<file path="src/rtl/plic_core_pkg.sv">
package plic_core_pkg;
  localparam int unsigned PRIO_BASE  = 32'h0000_0000;
  localparam int unsigned EN_BASE    = 32'h0000_2000;
  localparam int unsigned EN_STRIDE  = 32'h0000_0080;
  localparam int unsigned CTX_BASE   = 32'h0020_0000;
  localparam int unsigned CTX_STRIDE = 32'h0000_1000;
  localparam int unsigned THR_OFF    = 32'h0;
  localparam int unsigned CLM_OFF    = 32'h4;
endpackage

</file>
<file path="src/rtl/plic_gateway.sv">
module plic_gateway (
  input  logic clk,
  input  logic rst_n,
  input  logic level_i,
  input  logic claim_i,
  input  logic done_i,
  output logic pend_o,
  output logic busy_o
);
  logic pend_q, busy_q;

  always_ff @(posedge clk) begin
    if (!rst_n) begin
      pend_q <= 1'b0;
      busy_q <= 1'b0;
    end else begin
      if (claim_i) begin
        pend_q <= 1'b0;
        busy_q <= 1'b1;
      end else if (level_i && !pend_q && !busy_q) begin
        pend_q <= 1'b1;
      end
      if (done_i) busy_q <= 1'b0;
    end
  end

  assign pend_o = pend_q;
  assign busy_o = busy_q;

  // only a pending source can be claimed, and a claim moves it into service
  p_claim_needs_pend_r6: assert property (@(posedge clk) disable iff (!rst_n)
    claim_i |-> pend_q);
  p_claim_takes_r6: assert property (@(posedge clk) disable iff (!rst_n)
    claim_i |=> (busy_q && !pend_q));
  // no new request while in service
  p_hold_in_service_r7: assert property (@(posedge clk) disable iff (!rst_n)
    (busy_q && !done_i) |=> !pend_q);
  // completion ends service
  p_done_frees_r8: assert property (@(posedge clk) disable iff (!rst_n)
    done_i |=> !busy_q);
endmodule

</file>
<file path="src/rtl/plic_pick.sv">
module plic_pick #(
  parameter int NSRC = 8,
  parameter int PW   = 3,
  localparam int IDW = $clog2(NSRC)
) (
  input  logic                     clk,
  input  logic                     rst_n,
  input  logic [NSRC-1:0]          pend_i,
  input  logic [NSRC-1:0]          en_i,
  input  logic [NSRC-1:0][PW-1:0]  prio_i,
  input  logic [PW-1:0]            thr_i,
  output logic [IDW-1:0]           id_o,
  output logic                     req_o
);
  logic [PW-1:0] best_p;

  // Linear scan: a later source replaces the winner only with a strictly
  // higher priority, so ties go to the lowest number; seeding with the
  // threshold makes "strictly above threshold" fall out of the same compare.
  always_comb begin
    id_o   = '0;
    best_p = thr_i;
    for (int i = 1; i < NSRC; i++) begin
      if (pend_i[i] && en_i[i] && (prio_i[i] > best_p)) begin
        id_o   = IDW'(i);
        best_p = prio_i[i];
      end
    end
  end

  assign req_o = (id_o != '0);

  // a reported winner is pending, enabled and above threshold
  p_winner_eligible_r5: assert property (@(posedge clk) disable iff (!rst_n)
    req_o |-> (pend_i[id_o] && en_i[id_o] && (prio_i[id_o] > thr_i)));
endmodule

</file>
<file path="src/rtl/plic_core.sv">
module plic_core
  import plic_core_pkg::*;
#(
  parameter int NSRC = 8,
  parameter int NCTX = 2,
  parameter int PW   = 3,
  parameter int AW   = 26,
  localparam int IDW  = $clog2(NSRC),
  localparam int NWRD = (NSRC + 31) / 32,
  localparam int CW   = (NCTX > 1) ? $clog2(NCTX) : 1,
  localparam int WW   = (NWRD > 1) ? $clog2(NWRD) : 1
) (
  input  logic            clk,
  input  logic            rst_n,
  input  logic [NSRC-1:1] src_lvl_i,
  input  logic            req_valid_i,
  output logic            req_ready_o,
  input  logic            req_write_i,
  input  logic [AW-1:0]   req_addr_i,
  input  logic [31:0]     req_wdata_i,
  output logic            rsp_valid_o,
  output logic [31:0]     rsp_data_o,
  output logic [NCTX-1:0] irq_o
);
  logic [NSRC-1:0][PW-1:0] prio_q;
  logic [NCTX-1:0][NSRC-1:0] en_q;
  logic [NCTX-1:0][PW-1:0] thr_q;

  logic hit_prio, hit_en, hit_thr, hit_clm;
  logic [IDW-1:0] sel_src;
  logic [CW-1:0]  sel_ctx;
  logic [WW-1:0]  sel_wrd;
  logic [NSRC-1:0] word_hit;

  logic [NSRC-1:0] pend_all;
  logic [NSRC-1:1] busy_v, claim_v, done_v;
  logic [NCTX-1:0][IDW-1:0] win_id;
  logic rd_clm, wr_clm;
  logic [31:0] rd_val;
  logic rsp_valid_q;
  logic [31:0] rsp_data_q;

  assign req_ready_o = 1'b1;

  // address decode
  always_comb begin
    hit_prio = 1'b0;
    hit_en   = 1'b0;
    hit_thr  = 1'b0;
    hit_clm  = 1'b0;
    sel_src  = '0;
    sel_ctx  = '0;
    sel_wrd  = '0;
    for (int s = 0; s < NSRC; s++) begin
      if (req_addr_i == AW'(PRIO_BASE + 4 * s)) begin
        hit_prio = 1'b1;
        sel_src  = IDW'(s);
      end
    end
    for (int c = 0; c < NCTX; c++) begin
      for (int w = 0; w < NWRD; w++) begin
        if (req_addr_i == AW'(EN_BASE + EN_STRIDE * c + 4 * w)) begin
          hit_en  = 1'b1;
          sel_ctx = CW'(c);
          sel_wrd = WW'(w);
        end
      end
      if (req_addr_i == AW'(CTX_BASE + CTX_STRIDE * c + THR_OFF)) begin
        hit_thr = 1'b1;
        sel_ctx = CW'(c);
      end
      if (req_addr_i == AW'(CTX_BASE + CTX_STRIDE * c + CLM_OFF)) begin
        hit_clm = 1'b1;
        sel_ctx = CW'(c);
      end
    end
  end

  // which sources live in the addressed enable word (source 0 never)
  always_comb begin
    word_hit = '0;
    for (int s = 1; s < NSRC; s++) begin
      word_hit[s] = ((s / 32) == int'(sel_wrd));
    end
  end

  // configuration storage
  always_ff @(posedge clk) begin
    if (!rst_n) begin
      prio_q <= '0;
      en_q   <= '0;
      thr_q  <= '0;
    end else if (req_valid_i && req_write_i) begin
      if (hit_prio && (sel_src != '0)) prio_q[sel_src] <= req_wdata_i[PW-1:0];
      if (hit_thr) thr_q[sel_ctx] <= req_wdata_i[PW-1:0];
      if (hit_en) begin
        for (int s = 1; s < NSRC; s++) begin
          if (word_hit[s]) en_q[sel_ctx][s] <= req_wdata_i[s % 32];
        end
      end
    end
  end

  // per-source gateways
  assign rd_clm = req_valid_i && !req_write_i && hit_clm;
  assign wr_clm = req_valid_i && req_write_i && hit_clm;
  assign pend_all[0] = 1'b0;

  for (genvar i = 1; i < NSRC; i++) begin : g_src
    assign claim_v[i] = rd_clm && (win_id[sel_ctx] == IDW'(i));
    assign done_v[i]  = wr_clm && (req_wdata_i == 32'(i)) && en_q[sel_ctx][i] && busy_v[i];
    plic_gateway u_gw (
      .clk     (clk),
      .rst_n   (rst_n),
      .level_i (src_lvl_i[i]),
      .claim_i (claim_v[i]),
      .done_i  (done_v[i]),
      .pend_o  (pend_all[i]),
      .busy_o  (busy_v[i])
    );
  end

  // per-context selection
  for (genvar c = 0; c < NCTX; c++) begin : g_ctx
    plic_pick #(.NSRC(NSRC), .PW(PW)) u_pick (
      .clk    (clk),
      .rst_n  (rst_n),
      .pend_i (pend_all),
      .en_i   (en_q[c]),
      .prio_i (prio_q),
      .thr_i  (thr_q[c]),
      .id_o   (win_id[c]),
      .req_o  (irq_o[c])
    );

    // a raised line implies an enabled pending source
    p_irq_has_source_r5: assert property (@(posedge clk) disable iff (!rst_n)
      irq_o[c] |-> |(pend_all & en_q[c]));
    // the top threshold masks the context
    p_full_mask_r5: assert property (@(posedge clk) disable iff (!rst_n)
      (thr_q[c] == '1) |-> !irq_o[c]);
  end

  // read mux
  always_comb begin
    rd_val = '0;
    if (hit_prio) begin
      rd_val[PW-1:0] = prio_q[sel_src];
    end else if (hit_en) begin
      for (int s = 1; s < NSRC; s++) begin
        if (word_hit[s]) rd_val[s % 32] = en_q[sel_ctx][s];
      end
    end else if (hit_thr) begin
      rd_val[PW-1:0] = thr_q[sel_ctx];
    end else if (hit_clm) begin
      rd_val[IDW-1:0] = win_id[sel_ctx];
    end
  end

  always_ff @(posedge clk) begin
    if (!rst_n) begin
      rsp_valid_q <= 1'b0;
      rsp_data_q  <= '0;
    end else begin
      rsp_valid_q <= req_valid_i && !req_write_i;
      rsp_data_q  <= rd_val;
    end
  end

  assign rsp_valid_o = rsp_valid_q;
  assign rsp_data_o  = rsp_data_q;

  // one response per read, none for writes
  p_read_answers_r10: assert property (@(posedge clk) disable iff (!rst_n)
    (req_valid_i && !req_write_i) |=> rsp_valid_o);
  p_write_silent_r10: assert property (@(posedge clk) disable iff (!rst_n)
    (req_valid_i && req_write_i) |=> !rsp_valid_o);
  // source 0 priority never takes a value
  p_src0_prio_r2: assert property (@(posedge clk) disable iff (!rst_n)
    (prio_q[0] == '0));
endmodule

</file>
<file path="config.mk">
export PLATFORM = sky130hd
export DESIGN_NAME = plic_core
export DESIGN_NICKNAME = d
export VERILOG_FILES = /design/src/rtl/plic_core_pkg.sv /design/src/rtl/plic_gateway.sv /design/src/rtl/plic_pick.sv /design/src/rtl/plic_core.sv
export SDC_FILE = /design/constraint.sdc
export NUM_CORES = 1
export LEC_CHECK = 0
export ABC_AREA = 1
export BUFFER_PORTS_ARGS = -buffer_cell sky130_fd_sc_hd__buf_2
export CAP_MARGIN = 20
export CORE_MARGIN = 4
export CORE_UTILIZATION = 41
export DETAILED_ROUTE_END_ITERATION = 8
export GPL_TIMING_DRIVEN = 1
export PLACE_DENSITY = 0.65
export SETUP_SLACK_MARGIN = 0.2
export SYNTH_ARGS = -nofsm -noshare
export SYNTH_HDL_FRONTEND = slang
export SYNTH_SLANG_ARGS = --single-unit
</file>
<file path="constraint.sdc">
create_clock -name clk -period 7.4 [get_ports clk]
set_input_delay 0.74 -clock clk [delete_from_list [all_inputs] [get_ports clk]]
set_output_delay 0.74 -clock clk [all_outputs]
set_load 0.01 [all_outputs]
</file>
## Yosys cells after proc, flatten, opt, wreduce, memory -nomap -nowiden

Index checks and enable logic that the tools add are counted.

- Flip-flop bits (word level): 93
- Input port bits: 69
- Output and inout port bits: 36
- Word-level logic and storage cells: 299

- Order comparisons: 18
- Equal/unequal tests: 27
- Mux-type cells: 108
- Bitwise logic cells: 2
- Reductions and logical operators: 114

Operators with widths:

| operator | number |
|---|---|
| 16-bit two-way mux | 18 |
| 32-bit by 3-bit equality test with 1-bit output, second input constant | 4 |
| 16-bit bitwise mux | 7 |
| 3-bit two-way mux | 37 |
| 26-bit by 22-bit equality test with 1-bit output, second input constant | 4 |
| 26-bit by 5-bit equality test with 1-bit output, second input constant | 4 |
| 1-bit logical AND | 77 |
| 32-bit by 2-bit equality test with 1-bit output, second input constant | 2 |
| 8-bit demux with 1-bit select | 7 |
| 26-bit by 14-bit equality test with 1-bit output, second input constant | 2 |
| 26-bit by 4-bit equality test with 1-bit output, second input constant | 2 |
| 3-bit > comparator | 14 |
| 32-bit by 1-bit equality test with 1-bit output, second input constant | 1 |
| 2-bit OR reduction | 14 |
| 26-bit by 3-bit equality test with 1-bit output, second input constant | 1 |
| 26-bit logical NOT | 1 |
| 24-bit bitwise mux | 1 |
| 8-bit two-way mux | 3 |
| 1-bit two-way mux | 21 |
| 1-bit logical NOT | 15 |
| 3-bit equality test, second input constant | 4 |
| 2-bit two-way mux | 6 |
| 3-bit binary-select mux with 3-bit select | 1 |
| 3-bit demux with 3-bit select | 1 |
| 16 further kinds | 22 |

## Logic depth before layout (Yosys ltp)

- Depth after elaboration: 33
- Depth in mapped cells: 57

## By module

Synthesis repeated with hierarchy kept, for this count alone.

- Cell total of the unflattened synthesis: 930
- Area total of the unflattened synthesis: 6079.6 sq um

Modules (own cells, without submodules):

| module | instances | cells each | area each (sq um) |
|---|---|---|---|
| plic_core | 1 | 541 | 3590.9 |
| plic_pick (g_ctx[0].u_pick) | 1 | 161 | 994.7 |
| plic_pick (g_ctx[1].u_pick) | 1 | 158 | 959.7 |
| plic_gateway | 7 | 10 | 76.3 |

## Worst setup path after synthesis

Ideal clock, no wire load.

- Kind: register to output
- Start: reg thr_q[5] (netlist name)
- End: out irq_o[1]
- Arrival time: 7.057 ns
- Data required time: 6.660 ns
- Slack: -0.397 ns
- Cell stages (with the launch flop): 47
- Path through: dfxtp_1 -> inv_1 -> ha_1 -> nand3_1 -> nand2_1 -> nand2_2 -> o21ai_0 -> ha_1 -> o21ai_0 -> nand3_1 -> nand3_2 -> nand2_2 -> o21ai_0 -> ha_1 -> or2_2 -> o22ai_1 -> inv_1 -> nand2_2 -> [... 11 more ...] -> nand2_2 -> nand2_4 -> nand3_1 -> o21ai_0 -> ha_1 -> nand2_1 -> o21ai_0 -> nand4_1 -> nand2_1 -> o21ai_0 -> ha_1 -> a21oi_1 -> o21ai_0 -> nand4_1 -> nand2_1 -> nor2_4 -> nand3_1 -> buf_4

- Cells in the longest elaborated chain, start to end: 22
- Elaborated cells between the ends (all ways): 28
- Classes of those cells: 7 x order compare; 13 x mux; 8 x reduce/logical

Ends and longest elaborated chain:

| element | line | text |
|---|---|---|
| from (decl) | plic_core.sv:27 | `logic [NCTX-1:0][PW-1:0] thr_q;` |
| from (signal, indexed assignment) | plic_core.sv:95 | `if (hit_thr) thr_q[sel_ctx] <= req_wdata_i[PW-1:0];` |
| 3-bit > comparator | plic_pick.sv:24 | `if (pend_i[i] && en_i[i] && (prio_i[i] > best_p)) begin` |
| 1-bit logical AND | plic_pick.sv:24 |  |
| 3-bit two-way mux | plic_pick.sv:24 |  |
| 3-bit > comparator | plic_pick.sv:24 |  |
| 1-bit logical AND | plic_pick.sv:24 |  |
| 3-bit two-way mux | plic_pick.sv:24 |  |
| 3-bit > comparator | plic_pick.sv:24 |  |
| 1-bit logical AND | plic_pick.sv:24 |  |
| [... 6 more ...] | - |  |
| 3-bit two-way mux | plic_pick.sv:24 |  |
| 3-bit > comparator | plic_pick.sv:24 |  |
| 1-bit logical AND | plic_pick.sv:24 |  |
| 3-bit two-way mux | plic_pick.sv:24 |  |
| 3-bit > comparator | plic_pick.sv:24 |  |
| 1-bit logical AND | plic_pick.sv:24 |  |
| 3-bit two-way mux (*) | plic_pick.sv:24 |  |
| 3-bit nonzero test (*) | plic_pick.sv:31 | `assign req_o = (id_o != '0);` |
| to (decl) | plic_core.sv:23 | `output logic [NCTX-1:0] irq_o` |

Mark *: on every way between the ends. The rest lies on a longest branch, timed or not.

## Final worst setup path

- Start: reg prio_q[5] (netlist name)
- End: out irq_o[1]

- Cells in the longest elaborated chain, start to end: 22
- Elaborated cells between the ends (all ways): 28
- Classes of those cells: 7 x order compare; 13 x mux; 8 x reduce/logical

Ends and longest elaborated chain:

| element | line | text |
|---|---|---|
| from (decl) | plic_core.sv:25 | `logic [NSRC-1:0][PW-1:0] prio_q;` |
| from (signal, indexed assignment) | plic_core.sv:94 | `if (hit_prio && (sel_src != '0)) prio_q[sel_src] <= req_wdata_i[PW-1:0];` |
| 3-bit > comparator | plic_pick.sv:24 |  |
| 1-bit logical AND | plic_pick.sv:24 |  |
| 3-bit two-way mux | plic_pick.sv:24 |  |
| 3-bit > comparator | plic_pick.sv:24 |  |
| 1-bit logical AND | plic_pick.sv:24 |  |
| 3-bit two-way mux | plic_pick.sv:24 |  |
| 3-bit > comparator | plic_pick.sv:24 |  |
| 1-bit logical AND | plic_pick.sv:24 |  |
| [... 6 more ...] | - |  |
| 3-bit two-way mux | plic_pick.sv:24 |  |
| 3-bit > comparator | plic_pick.sv:24 |  |
| 1-bit logical AND | plic_pick.sv:24 |  |
| 3-bit two-way mux | plic_pick.sv:24 |  |
| 3-bit > comparator | plic_pick.sv:24 |  |
| 1-bit logical AND | plic_pick.sv:24 |  |
| 3-bit two-way mux (*) | plic_pick.sv:24 |  |
| 3-bit nonzero test (*) | plic_pick.sv:31 |  |

Marked as above.

==> summary.md <==
| Metric | Value |
|---|---|
| Final antenna-violating net count | 0 |
| CTS tree | built |
| Initial Utilization | 0.4211 |
| Syn Inst Count | 761 |
| Peak VDD IR | 0.1061 mV |
| Initial DRC count | 507 |
| Worst-Margin Slew | 1.296 ns |
| Hold Path Sink | prio_q[2] |
| Cell Rows | 40 |
| Origin of the critical flop-to-flop path | prio_q[5] |
| Buf/Inv on CP | 3 |
| Area of the multi-input gates | 3677 µm² |
| Most frequent CP cell | nand2_2 |
| Worst Reg-to-Reg Cells | 53 |
| FF-to-FF End | g_src[5].u_gw.pend_o |
| Maximum clock frequency | 128.5 MHz |
| Layout Nets | 1018 |
| First-pass GRT wire length | 26160 µm |
| DRC Markers | 0 |
| I/O Buffers | 79 |
| Worst path slowest cell | dfxtp_4 |
| Max Cap Violations | 0 |
| Status | finished, violations left |
| NetSw | 215.6 µW |
| Fillers | 1123 |
| Switching fraction of total power | 0.2497 |
| Slew HR | 0.1305 |
| Worst hold slack | 0.4354 ns |
| Ys Warns | 0 |
| RSZ-0062 raised after global routing | yes |
| Clock buffer depth | 2 |
| Pin count of the biggest net entering global routing | 39 |
| Flop pwr share | 0.424 |
| Fin area | 7012 µm² |
| Hold WC Path Type | reg2reg |
| Crit share post-route | 1.052 |
| Internal power | 647.9 µW |
| Final setup margin | -0.3822 ns |
| DR vias/cell | 5.289 |
| Crit end category | output port |
| Seq/Total Area, Yosys | 0.2641 |
| Main synth FF type | dfxtp_1 |
| Dpl ws | -0.3872 ns |
| Core ar. | 12060 µm² |
| Instance count on the critical path | 47 |
| Clk slew on worst S/H paths | 0.06 ns |
| Failing checks | negative setup slack |
| Worst hold path startpoint | prio_q[2] |
| Final setup vio count | 2 |
| Tot GR Track Use | 0.2266 |
| Critical Path AT | 7.04 ns |
| I/O Pins | 105 |
| Commonest non-fill, non-tap cell in the layout | inv_1 |
| Initial antenna violation count | 0 |
| Vias in the first global route | 5326 |
| Placed standard-cell area | 5969 µm² |
| Root buf cell | clkbuf_16 |
| Vias | 5797 |
| Fraction of layout cells with a size suffix above 1 | 0.3631 |
| Grt ovf | 0 |
| Number of clock sinks | 67 |
| DRT Pass-1 Iters | 5 |
| Die ar. | 14230 µm² |
| Synthesis-stage register bit count | 67 |
| Clk pwr share | 0.510 |
| Hold Violations, Final | 0 |
| Die Span X | 119.3 µm |
| Dpl hpwl | 12540 µm |
| Hold path cells | 2 |
| CP peak stage delay | 0.37 ns |
| Worst Skew | 0.009631 ns |
| Max FO, Critical Path | 6 |
| H-tree depth | 3 |
| Crit Path Class | reg2out |
| Comb power frac | 0.066 |
| Mapped cell area | 5079 µm² |
| Antenna diodes | 0 |
| Commonest cells after routing, fill and taps aside | inv_1, nand2_1, nor2_1, buf_4, buf_2 |
| Final Power | 863.5 µW |
| Post-Syn Area per Cell | 6.674 µm² |
| RePlAce Congestion | 0.9656 |
| Synth cell types | 45 |
| Req. time, crit path | 6.66 ns |
| Fin. max-slew vios | 0 |
| Type of origin of the critical path | register |
| Register Area | 1355 µm² |
| Clk_lat worst skew | 0.34 ns |
| Asr flop ratio synth | 0 |
| Leakage power | 3.191 nW |
| Reg2Reg Setup Slack | 0.11 ns |
| Layout Area Growth over Synthesis | 38.06% |
| Minimum clock period | 7.782 ns |
| PD cells | 123.2 nW/µm² |
| Family with the most delay on the worst path | simple AND/OR/NAND/NOR gates |
| Routed wire length | 17070 µm |
| Die height | 119.3 µm |
| Num CTS Buffers | 9 |
| Post-synth EDFFs | 0 |
| Avg WL per Cell | 15.58 µm |
## cells in the mapped netlist (2+ instances only)
library cell  number  area share
a31oi_1            3      0.0037
clkbuf_1           7      0.0052
inv_1            100       0.074
a21oi_1           58       0.057
a211oi_1          18       0.027
nor2_1            83       0.061
nand3_2           12       0.024
o31ai_1            4      0.0059
dfxtp_1           67        0.26
conb_1             2      0.0015
nor4_1            12       0.015
nand2_4            6       0.013
ha_1              26       0.064
o211ai_1           4      0.0059
mux2i_1            7       0.014
nand2_2           25       0.031
a21oi_2            6       0.010
o22ai_1           11       0.014
o221ai_1           2      0.0034
o41ai_1            4      0.0069
or2_2              3      0.0037
nand2_1          110       0.081
nor3_1            15       0.015
o21ai_0           54       0.053
nand3_1           51       0.050
inv_2              7      0.0052
clkinv_1           3      0.0022
buf_4             27       0.040
a221oi_1           2      0.0034
nand4_1           11       0.014
nor2_2             4      0.0049
o21a_1             4      0.0059
## power groups by stage
stage	Clock (mW)	Sequential [mW]	Combinational, mW
final	0.440	0.366	0.0571
after global routing	0.455	0.366	0.0631
after floorplan	0	0.373	0.0360
after detailed placement	0	0.374	0.0548
after CTS	0.440	0.366	0.0549
after global placement	0	0.374	0.0545
## routing by layer
metal	track usage	wire length, µm	up-vias
met5	0	0	-
li1	-	-	2871
met3	0.04748	1227	53
met2	0.3638	7843	220
met4	0.08805	549	0
met1	0.2976	7452	2653
## kinds of logic (layout without fill, tap and decap cells)
group,Yosys count,in the layout,share of synthesized area
other,2,25,0.001479
buffers and inverters,146,290,0.1281
DFF,67,67,0.2641
AOI/OAI and AO/OA,176,176,0.2065
muxes,7,7,0.01380
adders and majority gates,26,26,0.06405
and+or+nand+nor,337,337,0.3220
## cell type report
type	instances	share of cell area
Multi-Input combinational cell	571	0.5244
Inverter	110	0.05889
Tap cell	168	0.02998
Clock inverter	6	0.01035
Clock buffer	10	0.03266
Sequential cell	67	0.1933
Timing Repair Buffer	164	0.1504
## sequential cells by signal (all words and copies together), names as in the netlist
| name | flops |
|---|---|
| rsp_valid_o | 1 |
| prio_q | 24 |
| thr_q | 6 |
| g_src.u_gw.busy_o | 7 |
| en_q | 14 |
| g_src.u_gw.pend_o | 7 |
| rsp_data_o | 8 |
## metrics by stage
stage,TNS [ns],instances,util
6_report,-0.6407,1096,0.5813
5_1_grt,-6.195,1096,0.5813
4_1_cts,-0.5400,1083,0.5498
3_5_place_dp,-2.002,1038,0.4949
3_3_place_gp,-1.329,1038,0.4949
2_1_floorplan,0,784,-
## worst register-to-register path, delay by kind of cell (launching register included)
kind	cells	cell delay (ns)
adders and majority gates	7	1.85
and+or+nand+nor	27	2.75
DFF	1	0.37
buffers and inverters	5	0.41
AOI/OAI and AO/OA	14	1.86
## how the worst max path moves through the flow
stage                     startpoint        to  slack (ns)
after floorplan            prio_q[5]  irq_o[1]        0.13
after global placement      thr_q[1]  irq_o[0]       -0.37
after detailed placement    thr_q[1]  irq_o[0]       -0.39
after CTS                  prio_q[5]  irq_o[0]       -0.30
after global routing        thr_q[5]  irq_o[1]       -0.83
final                      prio_q[5]  irq_o[1]       -0.38
## repair_timing
action	CTS	global route
pin swaps	42	56
endpoints found under the setup margin	19	19
gates resized for setup	35	63
hold buffers	0	0
gates cloned	0	0
buffers inserted	29	13
(Power assumes the default switching activity.)
